===== src/rtl/cwp_pkg.sv =====
package cwp_pkg;

   localparam int OP_W = 5;

   typedef enum logic [OP_W-1:0] {
      OP_PASS_A = 5'b00000,
      OP_INC_A  = 5'b00001,
      OP_ADD    = 5'b00010,
      OP_SUB    = 5'b00101,
      OP_DEC_A  = 5'b00110,
      OP_AND    = 5'b01000,
      OP_OR     = 5'b01010,
      OP_XOR    = 5'b01100,
      OP_NOT_A  = 5'b01110,
      OP_SHR_A  = 5'b10000,
      OP_SHL_A  = 5'b11000,
      OP_PASS_B = 5'b11100
   } alu_op_e;

   function automatic logic op_is_arith(input logic [OP_W-1:0] op);
      return (op == OP_INC_A) || (op == OP_ADD) ||
             (op == OP_SUB)   || (op == OP_DEC_A);
   endfunction

endpackage


===== src/rtl/cwp_srcmux.sv =====
module cwp_srcmux #(
   parameter int DATA_W = 8,
   parameter int SEL_W  = 3,
   localparam int NUM_REGS = (1 << SEL_W) - 1
) (
   input  logic [SEL_W-1:0]                 sel_i,
   input  logic [DATA_W-1:0]                ext_i,
   input  logic [NUM_REGS-1:0][DATA_W-1:0]  regs_i,
   output logic [DATA_W-1:0]                opnd_o
);

   // code 0 selects the external input, code k selects register k
   always_comb begin
      opnd_o = ext_i;
      for (int k = 1; k <= NUM_REGS; k++) begin
         if (sel_i == SEL_W'(k)) opnd_o = regs_i[k-1];
      end
   end

endmodule


===== src/rtl/cwp_regfile.sv =====
module cwp_regfile #(
   parameter int DATA_W = 8,
   parameter int SEL_W  = 3,
   localparam int NUM_REGS = (1 << SEL_W) - 1
) (
   input  logic                             clk,
   input  logic                             rst_n,
   input  logic [SEL_W-1:0]                 dest_i,
   input  logic [DATA_W-1:0]                wdata_i,
   output logic [NUM_REGS-1:0][DATA_W-1:0]  regs_o
);

   logic [NUM_REGS-1:0] load_en;

   // destination decoder: one enable per register, code 0 enables none
   always_comb begin
      for (int k = 1; k <= NUM_REGS; k++) begin
         load_en[k-1] = (dest_i == SEL_W'(k));
      end
   end

   for (genvar g = 0; g < NUM_REGS; g++) begin : g_reg
      always_ff @(posedge clk or negedge rst_n) begin
         if (!rst_n)          regs_o[g] <= '0;
         else if (load_en[g]) regs_o[g] <= wdata_i;
      end

      assert_hold_R3: assert property (@(posedge clk) disable iff (!rst_n)
         !load_en[g] |=> $stable(regs_o[g]));

      assert_write_R3: assert property (@(posedge clk) disable iff (!rst_n)
         load_en[g] |=> regs_o[g] == $past(wdata_i));
   end

   assert_no_dest_R3: assert property (@(posedge clk) disable iff (!rst_n)
      dest_i == '0 |=> $stable(regs_o));

endmodule


===== src/rtl/cwp_alu.sv =====
module cwp_alu
   import cwp_pkg::*;
#(
   parameter int DATA_W = 8
) (
   input  logic [OP_W-1:0]   op_i,
   input  logic [DATA_W-1:0] a_i,
   input  logic [DATA_W-1:0] b_i,
   output logic [DATA_W-1:0] res_o,
   output logic              arith_o,
   output logic              cout_o,
   output logic              ovf_o
);

   logic [DATA_W-1:0] add_y;
   logic              add_cin;
   logic [DATA_W:0]   add_sum;
   logic              carry_top_in;

   // one adder shared by every arithmetic operation
   always_comb begin
      add_y   = '0;
      add_cin = 1'b0;
      case (op_i)
         OP_INC_A: add_cin = 1'b1;
         OP_ADD:   add_y   = b_i;
         OP_SUB: begin
            add_y   = ~b_i;
            add_cin = 1'b1;
         end
         OP_DEC_A: add_y = '1;
         default:  add_y = '0;
      endcase
   end

   assign add_sum      = {1'b0, a_i} + {1'b0, add_y} + {{DATA_W{1'b0}}, add_cin};
   assign carry_top_in = add_sum[DATA_W-1] ^ a_i[DATA_W-1] ^ add_y[DATA_W-1];
   assign cout_o       = add_sum[DATA_W];
   assign ovf_o        = add_sum[DATA_W] ^ carry_top_in;
   assign arith_o      = op_is_arith(op_i);

   always_comb begin
      case (op_i)
         OP_INC_A, OP_ADD, OP_SUB, OP_DEC_A: res_o = add_sum[DATA_W-1:0];
         OP_AND:    res_o = a_i & b_i;
         OP_OR:     res_o = a_i | b_i;
         OP_XOR:    res_o = a_i ^ b_i;
         OP_NOT_A:  res_o = ~a_i;
         OP_SHR_A:  res_o = {1'b0, a_i[DATA_W-1:1]};
         OP_SHL_A:  res_o = {a_i[DATA_W-2:0], 1'b0};
         OP_PASS_B: res_o = b_i;
         default:   res_o = a_i;
      endcase
   end

endmodule


===== src/rtl/cwp_flags.sv =====
module cwp_flags #(
   parameter int DATA_W = 8
) (
   input  logic              clk,
   input  logic              rst_n,
   input  logic [DATA_W-1:0] res_i,
   input  logic              arith_i,
   input  logic              cout_i,
   input  logic              ovf_i,
   output logic              c_o,
   output logic              s_o,
   output logic              z_o,
   output logic              v_o
);

   always_ff @(posedge clk or negedge rst_n) begin
      if (!rst_n) begin
         c_o <= 1'b0;
         s_o <= 1'b0;
         z_o <= 1'b0;
         v_o <= 1'b0;
      end else begin
         c_o <= arith_i & cout_i;
         v_o <= arith_i & ovf_i;
         s_o <= res_i[DATA_W-1];
         z_o <= (res_i == '0);
      end
   end

   assert_clear_cv_R10: assert property (@(posedge clk) disable iff (!rst_n)
      !arith_i |=> !c_o && !v_o);

   assert_zero_R10: assert property (@(posedge clk) disable iff (!rst_n)
      res_i == '0 |=> z_o);

   assert_nonzero_R10: assert property (@(posedge clk) disable iff (!rst_n)
      res_i != '0 |=> !z_o);

endmodule


===== src/rtl/cw_regpath.sv =====
module cw_regpath
   import cwp_pkg::*;
#(
   parameter int DATA_W = 8,
   parameter int SEL_W  = 3,
   localparam int CW_W  = 3 * SEL_W + OP_W,
   localparam int NUM_REGS = (1 << SEL_W) - 1
) (
   input  logic              clk,
   input  logic              rst_n,
   input  logic [CW_W-1:0]   ctrl_word,
   input  logic [DATA_W-1:0] ext_in,
   output logic [DATA_W-1:0] ext_out,
   output logic              flag_c,
   output logic              flag_s,
   output logic              flag_z,
   output logic              flag_v
);

   if (DATA_W < 2) begin : g_bad_width
      $error("cw_regpath: DATA_W must be at least 2");
   end
   if (SEL_W < 1 || SEL_W > 4) begin : g_bad_sel
      $error("cw_regpath: SEL_W must be between 1 and 4");
   end

   logic [SEL_W-1:0] sel_a, sel_b, sel_d;
   logic [OP_W-1:0]  op;
   logic [NUM_REGS-1:0][DATA_W-1:0] regs;
   logic [DATA_W-1:0] opnd [2];
   logic [SEL_W-1:0]  src_sel [2];
   logic [DATA_W-1:0] alu_res;
   logic              alu_arith, alu_cout, alu_ovf;

   assign sel_a = ctrl_word[CW_W-1 -: SEL_W];
   assign sel_b = ctrl_word[CW_W-SEL_W-1 -: SEL_W];
   assign sel_d = ctrl_word[OP_W+SEL_W-1 -: SEL_W];
   assign op    = ctrl_word[OP_W-1:0];

   assign src_sel[0] = sel_a;
   assign src_sel[1] = sel_b;

   for (genvar p = 0; p < 2; p++) begin : g_src
      cwp_srcmux #(.DATA_W(DATA_W), .SEL_W(SEL_W)) u_mux (
         .sel_i  (src_sel[p]),
         .ext_i  (ext_in),
         .regs_i (regs),
         .opnd_o (opnd[p])
      );
   end

   cwp_regfile #(.DATA_W(DATA_W), .SEL_W(SEL_W)) u_rf (
      .clk     (clk),
      .rst_n   (rst_n),
      .dest_i  (sel_d),
      .wdata_i (alu_res),
      .regs_o  (regs)
   );

   cwp_alu #(.DATA_W(DATA_W)) u_alu (
      .op_i    (op),
      .a_i     (opnd[0]),
      .b_i     (opnd[1]),
      .res_o   (alu_res),
      .arith_o (alu_arith),
      .cout_o  (alu_cout),
      .ovf_o   (alu_ovf)
   );

   cwp_flags #(.DATA_W(DATA_W)) u_flags (
      .clk     (clk),
      .rst_n   (rst_n),
      .res_i   (alu_res),
      .arith_i (alu_arith),
      .cout_i  (alu_cout),
      .ovf_i   (alu_ovf),
      .c_o     (flag_c),
      .s_o     (flag_s),
      .z_o     (flag_z),
      .v_o     (flag_v)
   );

   assign ext_out = alu_res;

   assert_add_carry_R8: assert property (@(posedge clk) disable iff (!rst_n)
      op == OP_ADD |-> {alu_cout, alu_res} == ({1'b0, opnd[0]} + {1'b0, opnd[1]}));

   assert_add_ovf_R9: assert property (@(posedge clk) disable iff (!rst_n)
      (op == OP_ADD && opnd[0][DATA_W-1] == opnd[1][DATA_W-1])
         |-> alu_ovf == (alu_res[DATA_W-1] != opnd[0][DATA_W-1]));

   assert_add_no_ovf_R9: assert property (@(posedge clk) disable iff (!rst_n)
      (op == OP_ADD && opnd[0][DATA_W-1] != opnd[1][DATA_W-1]) |-> !alu_ovf);

   assert_sign_R10: assert property (@(posedge clk) disable iff (!rst_n)
      1'b1 |=> flag_s == $past(ext_out[DATA_W-1]));

endmodule


===== config.mk =====
export PLATFORM = sky130hd
export DESIGN_NAME = cw_regpath
export DESIGN_NICKNAME = d
export VERILOG_FILES = /design/src/rtl/cwp_pkg.sv /design/src/rtl/cwp_srcmux.sv /design/src/rtl/cwp_regfile.sv /design/src/rtl/cwp_alu.sv /design/src/rtl/cwp_flags.sv /design/src/rtl/cw_regpath.sv
export SDC_FILE = /design/constraint.sdc
export NUM_CORES = 1
export LEC_CHECK = 0
export BUFFER_PORTS_ARGS = -buffer_cell sky130_fd_sc_hd__buf_2
export CAP_MARGIN = 20
export CORE_MARGIN = 3
export CORE_UTILIZATION = 30
export DETAILED_ROUTE_END_ITERATION = 12
export SYNTH_ARGS = -nofsm -noshare
export SYNTH_HDL_FRONTEND = slang
export SYNTH_SLANG_ARGS = --single-unit
export TNS_END_PERCENT = 5

===== constraint.sdc =====
create_clock -name clk -period 5.52 [get_ports clk]
set_input_delay 0.276 -clock clk [delete_from_list [all_inputs] [get_ports clk]]
set_output_delay 0.276 -clock clk [all_outputs]
set_load 0.005 [all_outputs]

Word level (Yosys, flattened, before mapping)
Cells that the tools add are included.
{"block": "totals", "reg_bits": 60, "in_bits": 24, "out_inout_bits": 12, "elab_cells": 78}
{"block": "op_classes", "add_sub_neg": 2, "eq_ne": 32, "muxes": 17, "n_bitwise": 10, "reduce_logical": 6}
{"op": "8-bit 2-to-1 mux", "n": 14}
{"op": "8-bit one-hot mux with 8 select lines", "n": 1}
{"op": "3-bit equality test, second input constant", "n": 12}
{"op": "8-bit one-hot mux with 3 select lines", "n": 1}
{"op": "5-bit by 4-bit equality test with 1-bit output, second input constant", "n": 4}
{"op": "3-bit by 2-bit equality test with 1-bit output, second input constant", "n": 6}
{"op": "8-bit inverter", "n": 2}
{"op": "5-bit equality test, second input constant", "n": 3}
{"op": "5-bit by 3-bit equality test with 1-bit output, second input constant", "n": 2}
{"op": "8-bit by 8-bit adder with 9-bit output", "n": 1}
{"op": "9-bit by 1-bit adder with 9-bit output", "n": 1}
{"op": "3-bit by 1-bit equality test with 1-bit output, second input constant", "n": 3}
{"op": "8-bit AND", "n": 1}
{"op": "8-bit logical NOT", "n": 1}
{"op": "8-bit bitwise OR", "n": 1}
{"op": "8-bit bitwise XOR", "n": 1}
{"op": "5-bit by 1-bit equality test with 1-bit output, second input constant", "n": 1}
{"op": "5-bit by 2-bit equality test with 1-bit output, second input constant", "n": 1}
{"op": "4-bit OR reduction", "n": 1}
{"op": "1-bit logical OR", "n": 3}
{"op": "1-bit bitwise XOR", "n": 3}
{"op": "1-bit AND", "n": 2}
{"op": "2-bit OR reduction", "n": 1}
{"op": "1-bit 2-to-1 mux", "n": 1}

Logic depth before layout (Yosys ltp)
Gate-level depths: netlist of run 1.
{"block": "logic_depth", "ltp_word": 16, "ltp_mapped": 19}

Hierarchy
A second synthesis of run 1 with hierarchy kept.
{"block": "unflattened", "cells_unflattened": 470, "hier_area_um2": 4918.5}
{"module": "cwp_regfile", "n_inst": 1, "cells_each": 122, "area_each_um2": 2165.8, "seq_area_each_um2": 1401.3}
{"module": "cwp_alu", "n_inst": 1, "cells_each": 195, "area_each_um2": 1365.1, "seq_area_each_um2": 0.0}
{"module": "cwp_srcmux", "n_inst": 2, "cells_each": 72, "area_each_um2": 628.1, "seq_area_each_um2": 0.0}
{"module": "cwp_flags", "n_inst": 1, "cells_each": 9, "area_each_um2": 131.4, "seq_area_each_um2": 100.1}

Least setup slack after synthesis of run 1
No wires, ideal clock.
{"block": "synth_path", "kind": "input-to-reg", "start": "input port ctrl_word[9]", "end": "register u_flags.z_o", "setup_time_ps": 100, "arrival_time_ps": 3898, "required_time_ps": 5420, "setup_slack_ps": 1522, "path_stages": 18, "cell_sequence": "buf_2 -> buf_2 -> mux2i_1 -> o221ai_1 -> a22o_1 -> nor2_1 -> o22ai_1 -> and2_1 -> fa_1 -> fa_1 -> a211oi_1 -> o21bai_1 -> a21oi_1 -> xor2_1 -> o221ai_1 -> o22ai_2 -> nand4_1 -> nor4bb_1"}
{"block": "synth_between", "elab_chain_cells": 14}
{"item": "start, declared", "line_no": "cw_regpath.sv:11", "text": "input logic [CW_W-1:0] ctrl_word,"}
{"item": "3-bit by 1-bit equality test with 1-bit output", "line_no": "cwp_srcmux.sv:16", "text": "if (sel_i == SEL_W'(k)) opnd_o = regs_i[k-1];"}
{"item": "8-bit 2-to-1 mux (6 in series)", "line_no": "cwp_srcmux.sv:16"}
{"item": "8-bit 2-to-1 mux (*)", "line_no": "cwp_srcmux.sv:16"}
{"item": "8-bit inverter", "line_no": "cwp_alu.sv:28", "text": "add_y = ~b_i;"}
{"item": "8-bit one-hot mux with 3 select lines", "line_no": "cwp_alu.sv:24", "text": "case (op_i)"}
{"item": "8-bit by 8-bit adder with 9-bit output", "line_no": "cwp_alu.sv:36", "text": "assign add_sum = {1'b0, a_i} + {1'b0, add_y} + {{DATA_W{1'b0}}, add_cin};"}
{"item": "9-bit by 1-bit adder with 9-bit output", "line_no": "cwp_alu.sv:36"}
{"item": "8-bit one-hot mux with 8 select lines (*)", "line_no": "cwp_alu.sv:43", "text": "case (op_i)"}
{"item": "8-bit logical NOT (*)", "line_no": "cwp_flags.sv:26", "text": "z_o <= (res_i == '0);"}
{"item": "end signal, assigned", "line_no": "cwp_flags.sv:26"}
{"item": "end, declared", "line_no": "cwp_flags.sv:12", "text": "output logic z_o,"}
Every way passes the cells marked *; elsewhere a longest branch is shown, timed or not.
A chain may end at the register's enable or synchronous reset.

Final worst setup path of run 1
{"block": "layout_path", "start": "register u_rf.regs_o[0] (netlist bit)", "end": "output port ext_out[6]"}
{"block": "layout_between", "elab_chain_cells": 12}
{"item": "start, declared", "line_no": "cwp_regfile.sv:10", "text": "output logic [NUM_REGS-1:0][DATA_W-1:0] regs_o"}
{"item": "start signal, assigned by index", "line_no": "cwp_regfile.sv:25", "text": "else if (load_en[g]) regs_o[g] <= wdata_i;"}
{"item": "8-bit 2-to-1 mux (7 in series)", "line_no": "cwp_srcmux.sv:16"}
{"item": "8-bit inverter", "line_no": "cwp_alu.sv:28"}
{"item": "8-bit one-hot mux with 3 select lines", "line_no": "cwp_alu.sv:24"}
{"item": "8-bit by 8-bit adder with 9-bit output (*)", "line_no": "cwp_alu.sv:36"}
{"item": "9-bit by 1-bit adder with 9-bit output (*)", "line_no": "cwp_alu.sv:36"}
{"item": "8-bit one-hot mux with 8 select lines (*)", "line_no": "cwp_alu.sv:43"}
{"item": "end, declared", "line_no": "cw_regpath.sv:13", "text": "output logic [DATA_W-1:0] ext_out,"}
Marks and branches as above.

==> flow_summary.json, run 1 <==
{
  "outcome": "finished, final reports clean",
  "synth_area_leader_cell": "dfrtp_1",
  "routed_via_density": 5.50,
  "nets": 644,
  "max-slew-margin-rel_pct": 47.8,
  "netlist.area_leader.share_pct": 30.0,
  "power_density_nw_per_um2": 315,
  "critPathLaunchType": "flip-flop",
  "start_util_pct": 31.1,
  "utilization_pct": 34.6,
  "syn-cell-area_sq_um": 5010,
  "async_reset_ff_share_pct": 100,
  "setup_ws_ns": 0.834,
  "fp.dieH_um": 135,
  "fmax_ghz": 0.213,
  "setup_viol": 0,
  "grt_pass1_wl_um": 25000,
  "final.period_utilization_pct": 84.9,
  "syn_nets": 631,
  "drv_cap": 0,
  "synth_area_leaders": "dfrtp_1, o21ai_0, ha_1",
  "ys_seq_elements": 60,
  "cts_made_buffers": 9,
  "holdWs_ns": 0.108,
  "ir_drop_v": 0.000184,
  "path_clk_slew_ns": 0.05,
  "reg2reg_to": "u_flags.z_o$_DFF_PN0_",
  "grt_pass1_vias": 4388,
  "wl_per_cell_um": 18.8,
  "clockRootBuffer": "clkbuf_16",
  "yosys_most_used_dff": "dfrtp_1",
  "drtPass1Iterations": 5,
  "crit_type": "reg -> out",
  "seq_area_frac_synth_pct": 30.0,
  "comb_power_share_pct": 32.4,
  "grt_use_total_pct": 17.4,
  "rsz0062_at_grt": "false",
  "hpwlAfterDp_um": 11000,
  "ys_types": 74,
  "switching_share_pct": 35.7,
  "crit_arrival_ns": 4.41,
  "hold_path_class": "in -> async",
  "switching_power_mw": 0.629,
  "antenna_found_initial": 0,
  "grt_max_degree": 61,
  "diodes": 0,
  "ys_warn_count": 0,
  "die-area_sq_um": 18300,
  "syn_inst": 582,
  "syn_to_final_growth_pct": 11.5,
  "p_int_mw": 1.13,
  "htree_levels": 3,
  "rr_startpoint": "u_rf.regs_o[0]$_DFFE_PN0N_",
  "avgSynthCellArea_sq_um": 8.60,
  "layout-drive-gt1-share_pct": 16.3,
  "p_clk_share_pct": 31.9,
  "die_width_um": 135,
  "ctsResizeCount": 0,
  "crit_required_ns": 5.24,
  "synth_edf_count": 0,
  "p_leak_nw": 2.47,
  "place.gp.congestion": 0.902,
  "core_sq_um": 16100,
  "drv_slew": 0,
  "ant_nets": 0,
  "tightest_slew_ns": 0.778,
  "post_cts_buffers": 0,
  "post-route-drc-count": 0,
  "clock_latency_ns": 0.33,
  "cts_tree": "yes",
  "crit_path_max_fanout": 9,
  "rows": 46,
  "finClkSkew_ns": 0.00515,
  "vias": 4490,
  "yosys.cell_count.top_type": "o21ai_0",
  "timing.final.crit_period_ns": 4.69,
  "clock_sinks": 60,
  "drt_iter0_drc": 378,
  "io_buffers": 35,
  "setup_tns_ns": 0,
  "seqPwrFrac_pct": 35.7,
  "grt_overflow": 0,
  "io_pins": 36,
  "wl_um": 15400,
  "rr_worst_depth": 17,
  "end_kind": "output port",
  "r2r_slack_ns": 1.15,
  "pre_cts_ws_ns": 0.895,
  "clockBufferDepth": 2,
  "synthTopCellsByCount": "o21ai_0, nand2_1, dfrtp_1",
  "postCtsHoldBufs": 0,
  "hold_viol": 0
}
==> layout by cell type (no fill, tap or decap), types with 4 or more instances in the layout <==
master	n
nor2b_1	13
mux4_2	8
a221oi_1	6
o221ai_1	12
o22ai_1	9
a211o_1	5
a21oi_1	27
nand2b_1	11
dfrtp_1	60
nand2_1	70
inv_1	28
and3_1	4
ha_1	23
mux2_2	8
a31oi_1	4
a21o_1	4
mux2_1	5
o21ai_0	73
nand3_1	10
nor2_1	40
nor3_1	8
mux2i_1	25
xor2_1	4
buf_4	5
nand3b_1	4
a22o_1	5
clkbuf_16	9
buf_2	35
a211oi_1	9
==> worst max-delay path, cell delays in order (launching register included) <==
cell       delay, ns
dfrtp_1         0.40
a21oi_1         0.16
a2bb2oi_1       0.18
o21ai_0         0.10
a22o_1          0.32
nor2_1          0.10
o22ai_1         0.09
and2_1          0.19
fa_1            0.46
fa_1            0.50
a211oi_1        0.30
o21bai_1        0.12
a21oi_1         0.23
xor2_1          0.17
o221ai_1        0.16
o22ai_2         0.38
inv_1           0.08
buf_2           0.14
==> how the worst max path moves through the flow <==
stage	to	start	slack [ns]
2_1_floorplan	u_flags.z_o$_DFF_PN0_	ctrl_word[9]	1.52
3_3_place_gp	ext_out[7]	ctrl_word[9]	0.99
3_5_place_dp	u_flags.z_o$_DFF_PN0_	ctrl_word[8]	0.90
4_1_cts	ext_out[4]	u_rf.regs_o[0]$_DFFE_PN0N_	0.84
5_1_grt	ext_out[4]	u_rf.regs_o[0]$_DFFE_PN0N_	0.50
6_report	ext_out[6]	u_rf.regs_o[0]$_DFFE_PN0N_	0.83
==> cell type report <==
class                      instances  area [sq um]
sequential                        60          1500
clock buffer                      12           246
multi-input combinational        452          3180
tap                              216           270
timing repair buffer              40           213
inverter                          32           120
fill                            1715         10500
clock inverter                     4          48.8
==> kinds of logic after synthesis <==
kind of cell / Yosys count / synth area share [%]
buf+inv: 70 / 6.47
xor+xnor: 7 / 1.22
flops: 60 / 30.0
fa+ha+maj: 25 / 6.55
compound gates: 195 / 26.9
mux: 47 / 11.8
simple gates: 178 / 17.1
==> per-stage QoR <==
| step | power [mW] | area [sq um] | std cells |
|---|---|---|---|
| after floorplan | 1.01 | 5010 | 582 |
| after global placement | 1.19 | 5290 | 800 |
| after detailed placement | 1.20 | 5290 | 800 |
| after CTS | 1.76 | 5580 | 816 |
| after global routing | 1.88 | 5580 | 816 |
| final | 1.76 | 5580 | 816 |
==> power by group through the flow <==
stage | Clock, mW | Sequential, mW | Combinational (mW)
after global placement | 0 | 0.632 | 0.558
after global routing | 0.592 | 0.644 | 0.642
after detailed placement | 0 | 0.633 | 0.563
final | 0.562 | 0.628 | 0.570
after floorplan | 0 | 0.600 | 0.413
after CTS | 0.567 | 0.626 | 0.568
==> flip-flops by register name, summed over array words and instances (netlist names) <==
name         flops
u_flags.c_o      1
u_flags.s_o      1
u_flags.v_o      1
u_flags.z_o      1
u_rf.regs_o     56
==> routing by layer <==
metal  wire length, um  track usage, %  up-vias  part of all wire [%]
met5                 0               0        -                     0
met4               229            4.98        0                   1.5
met2              6590            25.3      138                    43
met3               813            2.97       20                   5.3
met1              7720            26.4     2173                    50
li1                  -               -     2159                     -
Note: power is estimated with default switching activity, not from simulation.
==> run 2, diff against run 1 <==
==> constraint.sdc (replaced) <==
create_clock -name clk -period 4.6 [get_ports clk]
set_input_delay 0.23 -clock clk [delete_from_list [all_inputs] [get_ports clk]]
set_output_delay 0.23 -clock clk [all_outputs]
set_load 0.005 [all_outputs]
==> flow_summary.json, run 2 (synthesized netlist as in run 1, its figures left out) <==
{
  "htree_levels": 3,
  "outcome": "finished, final reports clean",
  "ir_drop_v": 0.000196,
  "pre_cts_ws_ns": 0.178,
  "diodes": 0,
  "utilization_pct": 36.0,
  "max-slew-margin-rel_pct": 44.8,
  "grt_busiest_layer": "met2",
  "met3_usage_pct": 2.38,
  "dpl_cell_area_sq_um": 5430,
  "power_density_nw_per_um2": 375,
  "regMostFlops": "u_rf.regs_o",
  "ant_nets": 0,
  "grt_max_degree": 61,
  "cts_made_buffers": 9,
  "met1_usage_pct": 25.3,
  "finalPower_mw": 2.18,
  "finClkSkew_ns": 0.00941,
  "hold_viol": 0,
  "start_util_pct": 31.1,
  "postLayoutCellArea_sq_um": 5810,
  "layout-drive-gt1-share_pct": 20.2,
  "post-route-drc-count": 0,
  "setup_viol": 0,
  "hpwlAfterDp_um": 11400,
  "postCtsHoldBufs": 0,
  "crit_arrival_ns": 4.12,
  "vias": 4656,
  "grt_pass1_vias": 4361,
  "p_leak_nw": 2.59,
  "timing.final.crit_period_ns": 4.35,
  "final_cell_mix": "o21ai_0, nand2_1, dfrtp_1, nor2_1, buf_2",
  "core_sq_um": 16100,
  "grt_pass1_wl_um": 24600,
  "die-area_sq_um": 18300,
  "crit_path_max_fanout": 5,
  "path_clk_slew_ns": 0.06,
  "final.period_utilization_pct": 94.6,
  "io_buffers": 35,
  "critPathLaunchType": "flip-flop",
  "use_met2_pct": 26.1,
  "nets": 667,
  "r2r_slack_ns": 0.40,
  "setup_tns_ns": 0,
  "fmax_ghz": 0.230,
  "wl_um": 15300,
  "routed_via_density": 5.55,
  "grt_overflow": 0,
  "drv_cap": 0,
  "io_pins": 36,
  "final_common_cell": "o21ai_0",
  "die_width_um": 135,
  "largest_reg_flops": 56,
  "grt_use_total_pct": 17.0,
  "tightest_slew_ns": 0.828,
  "antenna_found_initial": 0,
  "fillers": 1682,
  "rr_worst_depth": 19,
  "clockBufferDepth": 2,
  "clock_latency_ns": 0.33,
  "crit_required_ns": 4.37,
  "end_kind": "output port",
  "hold_path_class": "in -> async",
  "place.gp.congestion": 0.919,
  "rows": 46,
  "setup_ws_ns": 0.249,
  "clock_sinks": 60,
  "cts_tree": "yes",
  "drv_slew": 0,
  "drt_iter0_drc": 450,
  "drtPass1Iterations": 5,
  "fp.dieH_um": 135,
  "clockRootBuffer": "clkbuf_16",
  "syn_to_final_growth_pct": 15.9,
  "wl_per_cell_um": 18.3,
  "crit_type": "reg -> out"
}
[run 2: critical path, stage by stage, from the launching register on]
cell and delay (ns):
dfrtp_1 0.39, a21oi_1 0.15, a2bb2oi_1 0.16, o21ai_0 0.12, a22o_2 0.33, nor2_1 0.10
o22ai_1 0.09, and2_1 0.18, fa_1 0.46, fa_2 0.44, a211oi_2 0.27, o21bai_1 0.12
a21oi_2 0.19, xor2_1 0.16, o221ai_1 0.17, o22ai_4 0.28, inv_1 0.06, buf_2 0.13
[run 2: repair_timing]
item                                    in CTS  in global routing
buffers inserted                             0                  6
gates resized for setup                      0                  5
endpoints found under the setup margin       0                  3
[run 2: path summary, 6_finish.rpt]
check                                           start                           to
max                        u_rf.regs_o[0]$_DFFE_PN0N_                   ext_out[6]
min                                             rst_n        u_flags.s_o$_DFF_PN0_
max reg2reg                u_rf.regs_o[0]$_DFFE_PN0N_  u_rf.regs_o[22]$_DFFE_PN0N_
min reg2reg                u_rf.regs_o[4]$_DFFE_PN0N_   u_rf.regs_o[4]$_DFFE_PN0N_
max in group asynchronous                       rst_n  u_rf.regs_o[44]$_DFFE_PN0N_
min in group clk           u_rf.regs_o[4]$_DFFE_PN0N_   u_rf.regs_o[4]$_DFFE_PN0N_
[run 2: layout make-up]
type | instances | area (sq um) | share of cell area, %
multi-input cells | 452 | 3200 | 55.2
flip-flops and latches | 60 | 1500 | 25.9
repair buffers | 63 | 398 | 6.85
clock buffers | 13 | 270 | 4.66
well taps | 216 | 270 | 4.66
inverters | 32 | 120 | 2.07
clock inverters | 3 | 43.8 | 0.754
[run 2: metal layers]
layer | vias up | routed length [um]
li1 | 2207 | -
met3 | 22 | 951
met2 | 182 | 6760
met1 | 2245 | 7380
met4 | 0 | 257
met5 | - | 0
[run 2: through the flow]
stage / hold WS (ns) / std cells
after global routing: 0.142 / 839
after detailed placement: 0.441 / 817
after CTS: 0.0944 / 833
after global placement: 0.443 / 817
final: 0.0612 / 839
after floorplan: -0.0656 / 582
[run 2: power breakdown]
group | internal, mW | switching, mW
Sequential | 0.646 | 0.108
Clock | 0.463 | 0.232
Combinational | 0.312 | 0.414
==> run 3, diff against run 2 <==
--- a/config.mk
+++ b/config.mk
@@ -12,5 +12,6 @@
 export DETAILED_ROUTE_END_ITERATION = 12
 export SYNTH_ARGS = -nofsm -noshare
 export SYNTH_HDL_FRONTEND = slang
+export SYNTH_HIERARCHICAL = 1
 export SYNTH_SLANG_ARGS = --single-unit
 export TNS_END_PERCENT = 5
==> flow_summary.json, run 3 <==
{
  "crit_buf_inv": 4,
  "end_kind": "output port",
  "synth_xor_area_share_pct": 1.17,
  "r2r_slack_ns": 0.81,
  "routed_via_density": 5.46,
  "final.period_utilization_pct": 89.4,
  "crit_required_ns": 4.37,
  "yosys_most_used_dff": "dfrtp_1",
  "regMostFlops": "u_rf/regs_o",
  "synth_mux_area_share_pct": 28.9,
  "p_leak_nw": 2.49,
  "syn-cell-area_sq_um": 4920,
  "die_width_um": 134,
  "synthAdderAreaFrac_pct": 6.66,
  "max-slew-margin-rel_pct": 43.1,
  "wl_um": 13700,
  "start_util_pct": 30.9,
  "synth_area_leaders": "dfrtp_1, mux2_2, mux4_1",
  "io_buffers": 35,
  "core_sq_um": 15900,
  "post_cts_buffers": 0,
  "crit_chain": "buf_2 > mux4_1 > mux2_4 > mux2_2 > nand2_1 > fa_1 > inv_1 > fa_1 > a21o_1 > a221oi_1 > xnor2_1 > nand2_1 > a31oi_1 > buf_4 > buf_2",
  "postCtsHoldBufs": 0,
  "drv_cap": 0,
  "critPathLaunchType": "input pin",
  "startpoint": "ctrl_word[8]",
  "setup_ws_ns": 0.487,
  "final_common_cell": "mux2_2",
  "nets": 557,
  "synth_top_family_by_area": "multiplexers",
  "syn_to_final_growth_pct": 15.2,
  "largest_reg_flops": 56,
  "timing.final.crit_period_ns": 4.11,
  "grt_use_total_pct": 15.6,
  "synthTopCellsByCount": "mux2_2, dfrtp_1, nor2_1",
  "cts_made_buffers": 9,
  "seq_area_frac_synth_pct": 30.5,
  "grt_pass1_wl_um": 22300,
  "fmax_ghz": 0.243,
  "post-route-drc-count": 0,
  "drtPass1Iterations": 5,
  "power_density_nw_per_um2": 482,
  "clockRootBuffer": "clkbuf_16",
  "synth_area_leader_cell": "dfrtp_1",
  "slowest_stage": "mux4_1",
  "tightest_slew_ns": 0.845,
  "ys_types": 58,
  "grt_pass1_vias": 4102,
  "hold_viol": 0,
  "setup_viol": 0,
  "outcome": "finished, final reports clean",
  "syn_nets": 519,
  "clockBufferDepth": 2,
  "clock_latency_ns": 0.33,
  "rsz0062_at_grt": "false",
  "fillers": 1597,
  "path_clk_slew_ns": 0.05,
  "drv_slew": 0,
  "fp.dieH_um": 134,
  "grt_max_degree": 61,
  "yosys.cell_count.top_type": "mux2_2",
  "rr_startpoint": "u_rf/regs_o[0]$_DFFE_PN0N_",
  "cts_tree": "yes",
  "synth_compound_area_share_pct": 14.3,
  "syn_inst": 470,
  "io_pins": 36,
  "crit_type": "in -> out",
  "drt_iter0_drc": 328,
  "antenna_found_initial": 0,
  "async_reset_ff_share_pct": 100,
  "avgSynthCellArea_sq_um": 10.5,
  "crit_arrival_ns": 3.88,
  "ant_nets": 0,
  "wl_per_cell_um": 18.9,
  "ctsResizeCount": 0,
  "ys_seq_elements": 60,
  "grt_overflow": 0,
  "synth_edf_count": 0,
  "rows": 46,
  "clock_sinks": 60,
  "crit_family": "multiplexers",
  "pre_cts_ws_ns": 0.416,
  "hpwlAfterDp_um": 9890,
  "netlist.area_leader.share_pct": 30.5,
  "final_cell_mix": "mux2_2, dfrtp_1, nor2_1, buf_2, o21ai_0",
  "die-area_sq_um": 18000,
  "place.gp.congestion": 0.840,
  "crit_path_max_fanout": 21,
  "ys_warn_count": 6,
  "layout-drive-gt1-share_pct": 31.0,
  "ir_drop_v": 0.000182,
  "htree_levels": 3,
  "vias": 3977,
  "hold_path_class": "in -> async",
  "diodes": 0,
  "finClkSkew_ns": 0.00498,
  "synth-simple-area-share_pct": 13.5,
  "setup_tns_ns": 0,
  "slowest_delay_ns": 0.62
}
[run 3: changes by cell type after synthesis, sizes merged, moves of 5 or more]
cell,delta
mux2,+53
nand2,-53
o21ai,-49
inv,-12
mux4,+12
o221ai,-11
mux2i,-10
a32o,+9
a211oi,-8
clkbuf,-6
a211o,-5
a22oi,+5
nor2b,-5
o22ai,-5
[run 3: cell families (layout without fill, tap and decap cells)]
group,Yosys count,in the layout
simple gates,123,123
mux,102,102
buf+inv,48,91
compound gates,107,107
xor+xnor,5,5
flops,60,60
fa+ha+maj,25,25
[run 3: final cells by class]
class	count	area (sq um)	share of cell area (%)
multi-input cells	362	3170	56.0
flip-flops and latches	60	1500	26.5
repair buffers	56	333	5.87
well taps	216	270	4.77
clock buffers	11	243	4.28
clock inverters	5	75.1	1.32
inverters	19	71.3	1.26
[run 3: per-stage QoR]
step	std cells	total power, mW	cell area [sq um]	utilization, %	hold slack, ns
floorplan	470	1.68	4920	-	-0.0656
global placement	713	1.96	5350	33.6	0.431
detailed placement	713	2.02	5350	33.6	0.445
CTS	729	2.74	5670	35.6	0.0942
global route	729	2.93	5670	35.6	0.146
finish	729	2.73	5670	35.6	0.0767
[run 3: worst register-to-register path, cell delays in order, from the launching register on]
cell	delay, ns
dfrtp_1	0.38
mux4_1	0.50
mux2_4	0.31
mux2_2	0.27
nand2_1	0.09
fa_1	0.19
inv_1	0.05
fa_1	0.40
a21o_1	0.22
a221oi_1	0.36
xnor2_1	0.10
nand2_1	0.07
a31oi_1	0.09
buf_4	0.18
or4_1	0.39
nor2_1	0.12
[run 3: power breakdown]
part	switching [mW]	internal [mW]	total (mW)
logic	0.531	0.584	1.12
registers	0.158	0.744	0.901
clock network	0.229	0.485	0.715
[run 3: metal layers]
metal  part of all wire, %  track usage, %  vias up
met5                     0               0        -
met4                   2.1            5.66        0
met3                   4.6            2.55       23
met2                    48            26.0      108
met1                    45            20.5     1991
li1                      -               -     1855
[run 3: path summary, 6_finish.rpt]
path,end,cells past startpoint
setup / recovery,ext_out[6],15
hold / removal,u_rf/regs_o[2]$_DFFE_PN0N_,2
setup reg to reg,u_flags/z_o$_DFF_PN0_,15
hold reg to reg,u_rf/regs_o[1]$_DFFE_PN0N_,1
max in group asynchronous,u_rf/regs_o[45]$_DFFE_PN0N_,2
min in group clk,u_rf/regs_o[13]$_DFFE_PN0N_,3
